<file path="config.mk">
export PLATFORM = sky130hd
export DESIGN_NAME = port_rst_ctrl
export DESIGN_NICKNAME = d
export VERILOG_FILES = /design/src/rtl/prc_pkg.sv /design/src/rtl/ms_tick_gen.sv /design/src/rtl/port_perst_fsm.sv /design/src/rtl/req_decode.sv /design/src/rtl/port_rst_ctrl.sv
export SDC_FILE = /design/constraint.sdc
export NUM_CORES = 1
export LEC_CHECK = 0
export BUFFER_PORTS_ARGS = -buffer_cell sky130_fd_sc_hd__clkbuf_2
export CORE_ASPECT_RATIO = 0.6
export CORE_MARGIN = 1
export CORE_UTILIZATION = 36
export DETAILED_ROUTE_END_ITERATION = 8
export GPL_TIMING_DRIVEN = 0
export MAX_ROUTING_LAYER = met4
export PLACE_DENSITY = 0.5
export SLEW_MARGIN = 20
export SYNTH_ARGS = -nofsm -noshare
export SYNTH_HDL_FRONTEND = slang
export SYNTH_HIERARCHICAL = 1
export SYNTH_SLANG_ARGS = --single-unit
</file>
<file path="constraint.sdc">
create_clock -name clk -period 5.4 [get_ports clk]
set_clock_uncertainty 0.1 [all_clocks]
set_input_delay 0.81 -clock clk [delete_from_list [all_inputs] [get_ports clk]]
set_output_delay 0.81 -clock clk [all_outputs]
set_load 0.02 [all_outputs]
</file>
<file path="src/rtl/prc_pkg.sv">
package prc_pkg;

    typedef enum logic [1:0] {
        ST_OK        = 2'd0,
        ST_BAD_INPUT = 2'd1,
        ST_BAD_LEN   = 2'd2,
        ST_INT_ERR   = 2'd3
    } prc_status_e;

    typedef enum logic [1:0] {
        PS_IDLE = 2'd0,
        PS_HOLD = 2'd1,
        PS_HELD = 2'd2
    } port_state_e;

    typedef enum logic {
        RQ_IDLE = 1'b0,
        RQ_RESP = 1'b1
    } req_state_e;

    localparam logic [7:0] OP_ASSERT   = 8'd0;
    localparam logic [7:0] OP_DEASSERT = 8'd1;
    localparam logic [7:0] OP_BRIDGE   = 8'd2;

endpackage

</file>
<file path="src/rtl/ms_tick_gen.sv">
module ms_tick_gen #(
    parameter int DIV = 125000
) (
    input  logic clk,
    input  logic rst_n,
    output logic tick
);
    localparam int CW = (DIV > 1) ? $clog2(DIV) : 1;

    logic [CW-1:0] cnt_q;

    always_ff @(posedge clk) begin
        if (!rst_n) begin
            cnt_q <= '0;
        end else if (cnt_q == CW'(DIV - 1)) begin
            cnt_q <= '0;
        end else begin
            cnt_q <= cnt_q + 1'b1;
        end
    end

    assign tick = (cnt_q == CW'(DIV - 1));
endmodule

</file>
<file path="src/rtl/port_perst_fsm.sv">
module port_perst_fsm
    import prc_pkg::*;
#(
    parameter int HOLD_MS = 100
) (
    input  logic        clk,
    input  logic        rst_n,
    input  logic        tick,
    input  logic        do_assert,
    input  logic        do_deassert,
    output port_state_e state_o
);
    localparam int CW = $clog2(HOLD_MS + 1);

    port_state_e   st_q, st_d;
    logic [CW-1:0] cnt_q, cnt_d;

    // State register
    always_ff @(posedge clk) begin
        if (!rst_n) begin
            st_q  <= PS_IDLE;
            cnt_q <= CW'(HOLD_MS);
        end else begin
            st_q  <= st_d;
            cnt_q <= cnt_d;
        end
    end

    // Next state and hold counter
    always_comb begin
        st_d  = st_q;
        cnt_d = cnt_q;
        unique case (st_q)
            PS_IDLE: begin
                if (do_assert) begin
                    st_d  = PS_HOLD;
                    cnt_d = CW'(HOLD_MS);
                end
            end
            PS_HOLD: begin
                if (tick) begin
                    if (cnt_q == '0) begin
                        st_d = PS_HELD;
                    end else begin
                        cnt_d = cnt_q - 1'b1;
                    end
                end
            end
            PS_HELD: begin
                if (do_deassert) begin
                    st_d  = PS_IDLE;
                    cnt_d = CW'(HOLD_MS);
                end
            end
            default: begin
                st_d  = PS_IDLE;
                cnt_d = CW'(HOLD_MS);
            end
        endcase
    end

    assign state_o = st_q;
endmodule

</file>
<file path="src/rtl/req_decode.sv">
module req_decode
    import prc_pkg::*;
#(
    parameter int NP       = 5,
    parameter int USP_ID   = 0,
    parameter int DSP_BASE = 1,
    parameter int LEN_W    = 16
) (
    input  logic [7:0]       req_port,
    input  logic [7:0]       req_op,
    input  logic [LEN_W-1:0] req_len,
    input  logic [NP-1:0]    idle_vec,
    input  logic [NP-1:0]    held_vec,
    output logic [NP-1:0]    sel,
    output prc_status_e      status,
    output logic             go_assert,
    output logic             go_deassert,
    output logic             go_bridge
);
    function automatic logic [7:0] port_id(input int idx);
        if (idx == 0) begin
            return 8'(USP_ID);
        end
        return 8'(DSP_BASE + idx - 1);
    endfunction

    always_comb begin
        sel = '0;
        for (int i = 0; i < NP; i++) begin
            if (req_port == port_id(i)) begin
                sel[i] = 1'b1;
            end
        end
    end

    always_comb begin
        status      = ST_OK;
        go_assert   = 1'b0;
        go_deassert = 1'b0;
        go_bridge   = 1'b0;
        if (req_len < LEN_W'(2)) begin
            status = ST_BAD_LEN;
        end else if (sel == '0) begin
            status = ST_BAD_INPUT;
        end else begin
            case (req_op)
                OP_ASSERT: begin
                    if ((sel & ~idle_vec) != '0) status = ST_INT_ERR;
                    else                         go_assert = 1'b1;
                end
                OP_DEASSERT: begin
                    if ((sel & held_vec) != '0) go_deassert = 1'b1;
                    else                        status = ST_INT_ERR;
                end
                OP_BRIDGE: begin
                    if ((sel & ~idle_vec) != '0) status = ST_INT_ERR;
                    else                         go_bridge = 1'b1;
                end
                default: status = ST_BAD_INPUT;
            endcase
        end
    end
endmodule

</file>
<file path="src/rtl/port_rst_ctrl.sv">
module port_rst_ctrl
    import prc_pkg::*;
#(
    parameter int N_DSP    = 4,
    parameter int USP_ID   = 0,
    parameter int DSP_BASE = 1,
    parameter int HOLD_MS  = 100,
    parameter int TICK_DIV = 125000,
    parameter int LEN_W    = 16
) (
    input  logic             clk,
    input  logic             rst_n,
    input  logic             req_valid,
    output logic             req_ready,
    input  logic [7:0]       req_port,
    input  logic [7:0]       req_op,
    input  logic [LEN_W-1:0] req_len,
    output logic             rsp_valid,
    output logic [1:0]       rsp_status,
    output logic [N_DSP:0]   perst_o,
    output logic [N_DSP:0]   hold_o,
    output logic [N_DSP:0]   bridge_rst_o
);
    localparam int NP = N_DSP + 1;

    req_state_e    rq_q, rq_d;
    prc_status_e   status_q, dec_status;
    logic [NP-1:0] bridge_q;
    logic [NP-1:0] sel, idle_vec, held_vec, asrt_vec, dasrt_vec;
    logic          accept, go_assert, go_deassert, go_bridge, tick;

    ms_tick_gen #(.DIV(TICK_DIV)) u_tick (
        .clk  (clk),
        .rst_n(rst_n),
        .tick (tick)
    );

    req_decode #(
        .NP(NP), .USP_ID(USP_ID), .DSP_BASE(DSP_BASE), .LEN_W(LEN_W)
    ) u_dec (
        .req_port   (req_port),
        .req_op     (req_op),
        .req_len    (req_len),
        .idle_vec   (idle_vec),
        .held_vec   (held_vec),
        .sel        (sel),
        .status     (dec_status),
        .go_assert  (go_assert),
        .go_deassert(go_deassert),
        .go_bridge  (go_bridge)
    );

    assign accept    = req_valid && (rq_q == RQ_IDLE);
    assign asrt_vec  = sel & {NP{accept && go_assert}};
    assign dasrt_vec = sel & {NP{accept && go_deassert}};

    for (genvar g = 0; g < NP; g++) begin : g_port
        port_state_e st;
        port_perst_fsm #(.HOLD_MS(HOLD_MS)) u_fsm (
            .clk        (clk),
            .rst_n      (rst_n),
            .tick       (tick),
            .do_assert  (asrt_vec[g]),
            .do_deassert(dasrt_vec[g]),
            .state_o    (st)
        );
        assign idle_vec[g] = (st == PS_IDLE);
        assign held_vec[g] = (st == PS_HELD);
        assign perst_o[g]  = (st != PS_IDLE);
        assign hold_o[g]   = (st == PS_HOLD);
    end

    // Request state register
    always_ff @(posedge clk) begin
        if (!rst_n) rq_q <= RQ_IDLE;
        else        rq_q <= rq_d;
    end

    always_comb begin
        rq_d = rq_q;
        unique case (rq_q)
            RQ_IDLE: if (accept) rq_d = RQ_RESP;
            RQ_RESP: rq_d = RQ_IDLE;
            default: rq_d = RQ_IDLE;
        endcase
    end

    // Output registers
    always_ff @(posedge clk) begin
        if (!rst_n) begin
            status_q <= ST_OK;
            bridge_q <= '0;
        end else begin
            if (accept) status_q <= dec_status;
            bridge_q <= (accept && go_bridge) ? sel : '0;
        end
    end

    assign req_ready    = (rq_q == RQ_IDLE);
    assign rsp_valid    = (rq_q == RQ_RESP);
    assign rsp_status   = status_q;
    assign bridge_rst_o = bridge_q;
endmodule

</file>
-- Word level (Yosys, flattened, before mapping)
Index checks and enable logic that the tools add are counted.
- register bits: 70
- input port bits: 35
- word-level logic and storage cells: 180
- add/subtract/negate cells: 6
- order comparisons: 1
- equality and inequality tests: 42
- muxes and demuxes: 73
- bitwise gates (word level): 7
- reductions and logical operators: 37
- operator list (kind ; number):
    $mux W7 ; 20
    $pmux W7 S3 ; 5
    $mux W2 ; 24
    $reduce_and A4 Y1 ; 10
    $logic_not A7 Y1 ; 5
    $sub A7 B1 Y7 const B ; 5
    $ne A2 B2 Y1 const B ; 15
    $pmux W2 S3 ; 5
    $eq A8 B2 Y1 const B ; 3
    $and A5 B5 Y5 ; 4
    $ne A2 B1 Y1 const B ; 10
    $add A17 B1 Y17 const B ; 1
    $eq A17 B17 Y1 const B ; 1
    $mux W1 ; 17
    $eq A8 B1 Y1 const B ; 2
    $logic_not A8 Y1 ; 2
    $lt A16 B2 Y1 const B ; 1
    $eq A2 B1 Y1 const B ; 5
    $eq A2 B2 Y1 const B ; 5
    $logic_not A2 Y1 ; 5
    $reduce_bool A2 Y1 ; 5
    $reduce_bool A5 Y1 ; 2
    $eq A8 B3 Y1 const B ; 1
    $logic_not A5 Y1 ; 1
    other kinds (7) ; 12

-- Longest topological paths before layout
Gate-level depths: netlist of run 1.
- word-level depth: 12
- gate-level depth with buffers: 11
- gate-level depth less buffers: 11

-- Hierarchy
The synthesis of run 1 kept the hierarchy.
- by module, submodules not included (module ; times used ; cells an instance ; area an instance (sq um) ; seq. area each (sq um)):
    port_perst_fsm ; 5 ; 64 ; 549.3 ; 180.2
    ms_tick_gen ; 1 ; 90 ; 803.3 ; 340.3
    port_rst_ctrl ; 1 ; 54 ; 446.7 ; 160.2
    req_decode ; 1 ; 58 ; 400.4 ; 0.0

-- Worst setup path before layout of run 1
Ideal clock, no wire load.
- kind: flip-flop to flip-flop
- start: register u_tick.cnt_q[12]
- end: register g_port[2].u_fsm.cnt_q[3]
- setup time: 72 ps
- arrival time: 3233 ps
- path slack: 1995 ps
- stages on the path, launching flop included: 7
- path through: dfxtp_1 > or4b_4 > nor4_1 > mux2_2 > o21ai_2 > a211oi_1 > mux2i_1
- cells in the longest elaborated chain, start to end: 3
- RTL lines (item ; line ; text):
    from (decl) ; ms_tick_gen.sv:10 ; logic [CW-1:0] cnt_q;
    from (signal assigned) ; ms_tick_gen.sv:18 ; cnt_q <= cnt_q + 1'b1;
    $eq A17 B17 Y1 ; ms_tick_gen.sv:22 ; assign tick = (cnt_q == CW'(DIV - 1));
    named net tick ; port_rst_ctrl.sv:30 ; logic accept, go_assert, go_deassert, go_bridge, tick;
    $ne A2 B1 Y1 (no line) ; -- ;
    $reduce_and A4 Y1 (no line) ; -- ;
    to (signal assigned) ; port_perst_fsm.sv:22 ; cnt_q <= CW'(HOLD_MS);
    to (signal assigned) ; port_perst_fsm.sv:25 ; cnt_q <= cnt_d;
    to (decl) ; port_perst_fsm.sv:16 ; logic [CW-1:0] cnt_q, cnt_d;
The timed path passes the listed nets, and every way through them passes these cells.
A chain may end at the register's enable or synchronous reset.

-- Worst setup path after layout of run 1
- start: input req_op[3]
- end: register g_port[0].u_fsm.cnt_q[3]
- cells in the longest elaborated chain, start to end: 8
- elaborated cells on any way between the ends: 15
- classes of those cells: eq/ne: 3; mux: 6; bitwise: 2; reduce/logical: 4
- RTL lines (item ; line ; text):
    from (decl) ; port_rst_ctrl.sv:16 ; input logic [7:0] req_op,
    $logic_not A8 Y1 ; req_decode.sv:46 ; case (req_op)
    $mux W1 ; req_decode.sv:46 ;
    $mux W1 ; req_decode.sv:43 ; end else if (sel == '0) begin
    $mux W1 ; req_decode.sv:41 ; if (req_len < LEN_W'(2)) begin
    named net go_assert ; port_rst_ctrl.sv:30 ;
    $logic_and A1 B1 Y1 ; port_rst_ctrl.sv:54 ; assign asrt_vec = sel & {NP{accept && go_assert}};
    $and A5 B5 Y5 ; port_rst_ctrl.sv:54 ;
    named net asrt_vec[0] ; port_rst_ctrl.sv:29 ; logic [NP-1:0] sel, idle_vec, held_vec, asrt_vec, dasrt_vec;
    $ne A2 B2 Y1 (no line) ; -- ;
    $reduce_and A4 Y1 (no line) ; -- ;
    to (signal assigned) ; port_perst_fsm.sv:22 ;
    to (signal assigned) ; port_perst_fsm.sv:25 ;
    to (decl) ; port_perst_fsm.sv:16 ;
The timed path passes the listed nets, and every way through them passes these cells.

==> flow_metrics.env, run 1 <==
export IMPL_ys_seq_elements=70
export IMPL_dp_hpwl_um=8430
export IMPL_antenna_cells=0
export IMPL_antenna_left=0
export IMPL_setup_slack_ns=2.07
export IMPL_grt_ovfl_total=0
export IMPL_area_growth_pct=18.5
export IMPL_hp_class="reg -> reg"
export IMPL_hp_start="u_tick/cnt_q[0]"
export IMPL_drv_slew=0
export IMPL_grt_pass1_wl_um=18700
export IMPL_async_reset_ff_frac=0
export IMPL_gp_congestion=0.826
export IMPL_antenna_found_initial=0
export IMPL_vdd_drop_max_v=0.000125
export IMPL_drive_gt1_frac=0.194
export IMPL_synth_avg_cell_area_um2=8.42
export IMPL_grt_usage=0.195
export IMPL_synth_distinct_cells=59
export IMPL_htreeDepth=3
export IMPL_final_common_cell="dfxtp_1"
export IMPL_rrSetupSlack_ns=2.35
export IMPL_synth_compound_area_frac=0.170
export IMPL_synth_edf_count=0
export IMPL_viasPerCell=5.44
export IMPL_synth_top_family_by_area="simple AND/OR/NAND/NOR gates"
export IMPL_finalCritPeriodShare=0.617
export IMPL_grt_max_degree=28
export IMPL_cts_resized_gates=0
export IMPL_cp_max_fo=6
export IMPL_max_slew_margin_rel=0.543
export IMPL_cts_reportedPaths_clkPinSlew_ns=0.06
export IMPL_ios=54
export IMPL_reg2reg_from="g_port[2].u_fsm/state_o[1]"
export IMPL_portBuffers=52
export IMPL_internal_power_mw=0.961
export IMPL_finalPower_mw=1.23
export IMPL_worstPathRequired_ns=5.56
export IMPL_netlist_instances=522
export IMPL_yosysSeqAreaShare=0.319
export IMPL_post_cts_buffers=0
export IMPL_initial_core_util=0.379
export IMPL_grt_pass1_vias=3772
export IMPL_syn_nets=569
export IMPL_mostFrequentLayoutCells="dfxtp_1 (70), clkbuf_2 (53), nor2_1 (42), inv_1 (34), nand3_1 (30)"
export IMPL_vias=4094
export IMPL_finalSetupTns_ns=0
export IMPL_wire_per_inst_um=14.6
export IMPL_clkPwrFrac=0.533
export IMPL_cts_root_buf="clkbuf_16"
export IMPL_cts_buffer_depth=2
export IMPL_ctsHoldBuffers=0
export IMPL_hold_viol=0
export IMPL_place_inst=737
export IMPL_worstPathArrival_ns=3.49
export IMPL_end_kind="flip-flop"
export IMPL_final_cell_count_no_fill=753
export IMPL_synth_area_um2=4400
export IMPL_synth_adder_area_share=0.0341
export IMPL_pwr_share_comb=0.044
export IMPL_totalWireLength_um=11000
export IMPL_synthSimpleGateAreaFrac=0.363
export IMPL_worstSetupStartpointType="input port"
export IMPL_rsz0062_at_grt="no"
export IMPL_fp_dieH_um=87.6
export IMPL_min_path_cells=1
export IMPL_cts_sinks=70
export IMPL_p_seq_frac=0.423
export IMPL_maxCapViolCount=0
export IMPL_dp_slack_ns=1.73
export IMPL_setup_viol=0
export IMPL_synth_xor_area_frac=0.0239
export IMPL_clkLatencyLatePin_ns=0.33
export IMPL_rows=30
export IMPL_swShare=0.221
export IMPL_synthMuxAreaShare=0.0450
export IMPL_firstDrtPassIters=5
export IMPL_fillers=1142
export IMPL_die_x_um=145
export IMPL_nets=635
export IMPL_yosys_warnings=6
export IMPL_cts_tree="done"
export IMPL_r2r_cells=11
export IMPL_drcViolationCount=0
export IMPL_p_leak_nw=2.10
export IMPL_cts_buffers=9
export IMPL_core_area_um2=11600
export IMPL_fin_crit_ns=3.33
export IMPL_drt_iter0_markers=322
export IMPL_tightestPinTransition_ns=0.685
export IMPL_status="finished, final reports clean"
export IMPL_ys_flop_type="dfxtp_1"
export IMPL_critPathKind="in -> reg"
export IMPL_switching_power_mw=0.272
export IMPL_critical_path_startpoint="req_op[3]"
export IMPL_clock_fmax_mhz=300
export IMPL_power_density_nw_per_um2=237
export IMPL_dieArea_um2=12700
worst paths after layout:
path                              endpoint
setup / recovery  g_port[0].u_fsm/cnt_q[3]
hold / removal             u_tick/cnt_q[0]
setup reg to reg  g_port[0].u_fsm/cnt_q[3]
hold reg to reg            u_tick/cnt_q[0]
synthesized netlist by cell type (all sizes together), types with 2 or more instances:
cell | number | area share
dfxtp | 70 | 0.32
nor2 | 42 | 0.036
inv | 34 | 0.029
nand3 | 30 | 0.034
nand2 | 27 | 0.023
o21ai | 23 | 0.030
and3 | 20 | 0.028
nand4 | 16 | 0.024
nor2b | 16 | 0.024
nor3 | 16 | 0.031
o211ai | 16 | 0.027
nor4 | 14 | 0.025
mux2i | 13 | 0.030
a31oi | 12 | 0.017
ha | 12 | 0.034
or2 | 11 | 0.016
a21oi | 10 | 0.011
nand3b | 10 | 0.017
o22ai | 10 | 0.014
clkbuf | 9 | 0.0080
and2 | 8 | 0.011
or3b | 7 | 0.014
or4b | 7 | 0.021
a211oi | 6 | 0.010
a21o | 6 | 0.010
mux2 | 6 | 0.015
nand2b | 6 | 0.0085
or3 | 6 | 0.0085
xnor2 | 6 | 0.012
xor2 | 6 | 0.012
a22o | 5 | 0.010
and2b | 5 | 0.0085
nand4b | 5 | 0.010
o211a | 5 | 0.011
o32ai | 5 | 0.010
buf | 4 | 0.0074
or4 | 4 | 0.0068
and4b | 2 | 0.0046
nor4bb | 2 | 0.0046
o31ai | 2 | 0.0034
state kept, by name, indices dropped and copies added, names as in the netlist:
| name | cells |
|---|---|
| g_port.u_fsm/state_o | 10 |
| g_port.u_fsm/cnt_q | 35 |
| rsp_status | 2 |
| rsp_valid | 1 |
| u_tick/cnt_q | 17 |
| bridge_rst_o | 5 |
stage by stage:
stage | util | hold WS [ns] | instance area, um2
finish | 0.449 | 0.358 | 5210
floorplan | - | 0.329 | 4400
global placement | 0.419 | 0.339 | 4860
CTS | 0.449 | 0.363 | 5210
global route | 0.449 | 0.386 | 5210
detailed placement | 0.421 | 0.348 | 4880
power by group through the flow:
| stage | clock (mW) | combinational (mW) | sequential [mW] |
|---|---|---|---|
| 2_1_floorplan | 0 | 0.0256 | 0.534 |
| 3_3_place_gp | 0 | 0.0528 | 0.533 |
| 3_5_place_dp | 0 | 0.0537 | 0.533 |
| 4_1_cts | 0.673 | 0.0539 | 0.522 |
| 5_1_grt | 0.694 | 0.0603 | 0.522 |
| 6_report | 0.658 | 0.0537 | 0.522 |
metal layers:
layer  up-vias  share of wire  GRT usage
li1       2073              -          -
met1      1918           0.57      0.293
met2        95           0.39      0.262
met3         8          0.039     0.0394
met4         0         0.0081     0.0440
met5         -              0          -
kinds of logic after synthesis:
family	count (synthesis)
buffers and inverters	47
flip-flops	70
AND/OR/NAND/NOR	257
adder cells (fa/ha/maj)	12
multiplexers	19
XOR/XNOR	12
AO/OA/AOI/OAI	105
worst max-delay path, stage by stage:
cell      delay [ns]
clkbuf_2        0.07
or4_1           0.50
buf_2           0.18
nor4_4          0.19
nand3_1         0.16
nor3_1          0.44
and3_1          0.30
mux2_2          0.20
o21ai_2         0.10
a211oi_1        0.32
mux2i_1         0.23
final cells by class:
cell class              instances  area (um2)  area share
flip-flops and latches         70        1400       0.269
multi-input cells             405        2810       0.539
clock inverters                 6        93.8      0.0180
repair buffers                 55         275      0.0528
clock buffers                  10         239      0.0459
well taps                     160         200      0.0384
plain buffers                  13        67.6      0.0130
inverters                      34         128      0.0245
Power figures use the tool's default switching activity.
==> run 2, diff against run 1 <==
- PLACE_DENSITY: 0.5 -> 0.52
- clock period: 5.4 -> 3 ns (I/O delays scaled with it)
==> flow_metrics.env, run 2 (synthesized netlist as in run 1, its figures left out) <==
export IMPL_status="finished, final reports clean"
export IMPL_vdd_drop_max_v=0.000273
export IMPL_viasPerCell=5.41
export IMPL_mostFrequentLayoutCells="dfxtp_1 (66), clkbuf_2 (53), nor2_1 (42), inv_1 (34), nand3_1 (30)"
export IMPL_worstPathRequired_ns=3.09
export IMPL_htreeDepth=3
export IMPL_cts_sinks=70
export IMPL_nets=635
export IMPL_worstPathArrival_ns=2.94
export IMPL_core_area_um2=11600
export IMPL_dp_hpwl_um=8230
export IMPL_antenna_found_initial=0
export IMPL_fin_crit_ns=2.84
export IMPL_regArea_um2=1410
export IMPL_critical_path_startpoint="g_port[1].u_fsm/state_o[0]"
export IMPL_cts_root_buf="clkbuf_16"
export IMPL_fin_util=0.451
export IMPL_swShare=0.222
export IMPL_cts_tree="done"
export IMPL_reg2reg_from="g_port[1].u_fsm/state_o[0]"
export IMPL_pwr_share_comb=0.046
export IMPL_finalCritPeriodShare=0.948
export IMPL_totalWireLength_um=11000
export IMPL_final_common_cell="dfxtp_1"
export IMPL_ctsHoldBuffers=0
export IMPL_antenna_left=0
export IMPL_hp_class="reg -> reg"
export IMPL_grt_pass1_vias=3566
export IMPL_cts_reportedPaths_clkPinSlew_ns=0.06
export IMPL_grt_ovfl_total=0
export IMPL_ios=54
export IMPL_setup_viol=0
export IMPL_portBuffers=52
export IMPL_die_x_um=145
export IMPL_drcViolationCount=0
export IMPL_vias=4075
export IMPL_wire_per_inst_um=14.6
export IMPL_p_leak_nw=2.11
export IMPL_switching_power_mw=0.473
export IMPL_initial_core_util=0.379
export IMPL_gp_congestion=0.851
export IMPL_area_growth_pct=19.0
export IMPL_tightestPinTransition_ns=0.720
export IMPL_cts_buffers=9
export IMPL_largest_reg_flops=35
export IMPL_fp_dieH_um=87.6
export IMPL_clkLatencyLatePin_ns=0.34
export IMPL_met2_usage=0.253
export IMPL_drive_gt1_frac=0.202
export IMPL_multi_input_area_um2=2840
export IMPL_fillers=1135
export IMPL_antenna_cells=0
export IMPL_dieArea_um2=12700
export IMPL_maxCapViolCount=0
export IMPL_top_register="g_port.u_fsm/cnt_q"
export IMPL_hold_viol=0
export IMPL_drv_slew=0
export IMPL_drt_iter0_markers=237
export IMPL_cp_max_fo=10
export IMPL_clkPwrFrac=0.514
export IMPL_hp_start="u_tick/cnt_q[0]"
export IMPL_rows=30
export IMPL_power_density_nw_per_um2=408
export IMPL_finalSetupTns_ns=0
export IMPL_dpl_cell_area_um2=4880
export IMPL_met3_usage=0.0432
export IMPL_end_kind="flip-flop"
export IMPL_finalPower_mw=2.13
export IMPL_firstDrtPassIters=4
export IMPL_grt_usage=0.185
export IMPL_grt_most_used_layer="met1"
export IMPL_grt_pass1_wl_um=17600
export IMPL_p_seq_frac=0.440
export IMPL_max_slew_margin_rel=0.520
export IMPL_clock_fmax_mhz=352
export IMPL_critPathKind="reg -> reg"
export IMPL_final_area_um2=5230
export IMPL_worstSetupStartpointType="flip-flop"
export IMPL_whs_ns=0.362
export IMPL_rsz0062_at_grt="yes"
export IMPL_met1_usage=0.268
export IMPL_grt_max_degree=28
export IMPL_cts_buffer_depth=2
export IMPL_internal_power_mw=1.66
## run 2: layer usage
metal,wire length [um],share of wire
met3,476,0.043
met4,74,0.0067
met5,0,0
met2,4570,0.42
met1,5850,0.53
## run 2: timing repair
item,4_1_cts,5_1_grt
endpoints found under the setup margin,5,40
hold endpoints to repair,0,0
pin swaps,0,1
buffers inserted,0,2
resized for setup,1,6
## run 2: critical path: stages (launching register included)
cell and delay [ns]:
dfxtp_2 0.41, or2_2 0.15, inv_1 0.04, or3b_1 0.37, a21oi_1 0.21, o21a_1 0.26, nor3_4 0.09, and3_1 0.20
mux2_2 0.28, o21ai_2 0.28, a21o_1 0.20, o211ai_1 0.11
## run 2: layout make-up
cell class                      instances  share of cell area
Tap cell                              160              0.0383
Timing Repair Buffer                   55              0.0541
Inverter                               34              0.0244
Multi-Input combinational cell        405               0.542
Clock inverter                          5              0.0110
Clock buffer                           11              0.0483
Buffer                                 13              0.0129
Sequential cell                        70               0.269
## run 2: worst paths after layout
kind | to | slack (ns) | depth (start not counted)
setup / recovery | g_port[2].u_fsm/cnt_q[2] | 0.16 | 11
hold / removal | u_tick/cnt_q[0] | 0.36 | 1
setup reg to reg | g_port[2].u_fsm/cnt_q[2] | 0.16 | 11
hold reg to reg | u_tick/cnt_q[0] | 0.36 | 1
## run 2: metrics by stage
step           cells  setup slack, ns
6_report         753            0.156
5_1_grt          753          -0.0254
4_1_cts          751           0.0237
3_5_place_dp     735           -0.358
3_3_place_gp     734           -0.775
2_1_floorplan    522            0.174
## run 2: power groups by stage
stage / clock network [mW] / registers (mW) / logic (mW)
floorplan: 0 / 0.961 / 0.0461
global placement: 0 / 0.960 / 0.0951
detailed placement: 0 / 0.960 / 0.0965
CTS: 1.13 / 0.939 / 0.0967
global route: 1.17 / 0.939 / 0.108
finish: 1.10 / 0.939 / 0.0971
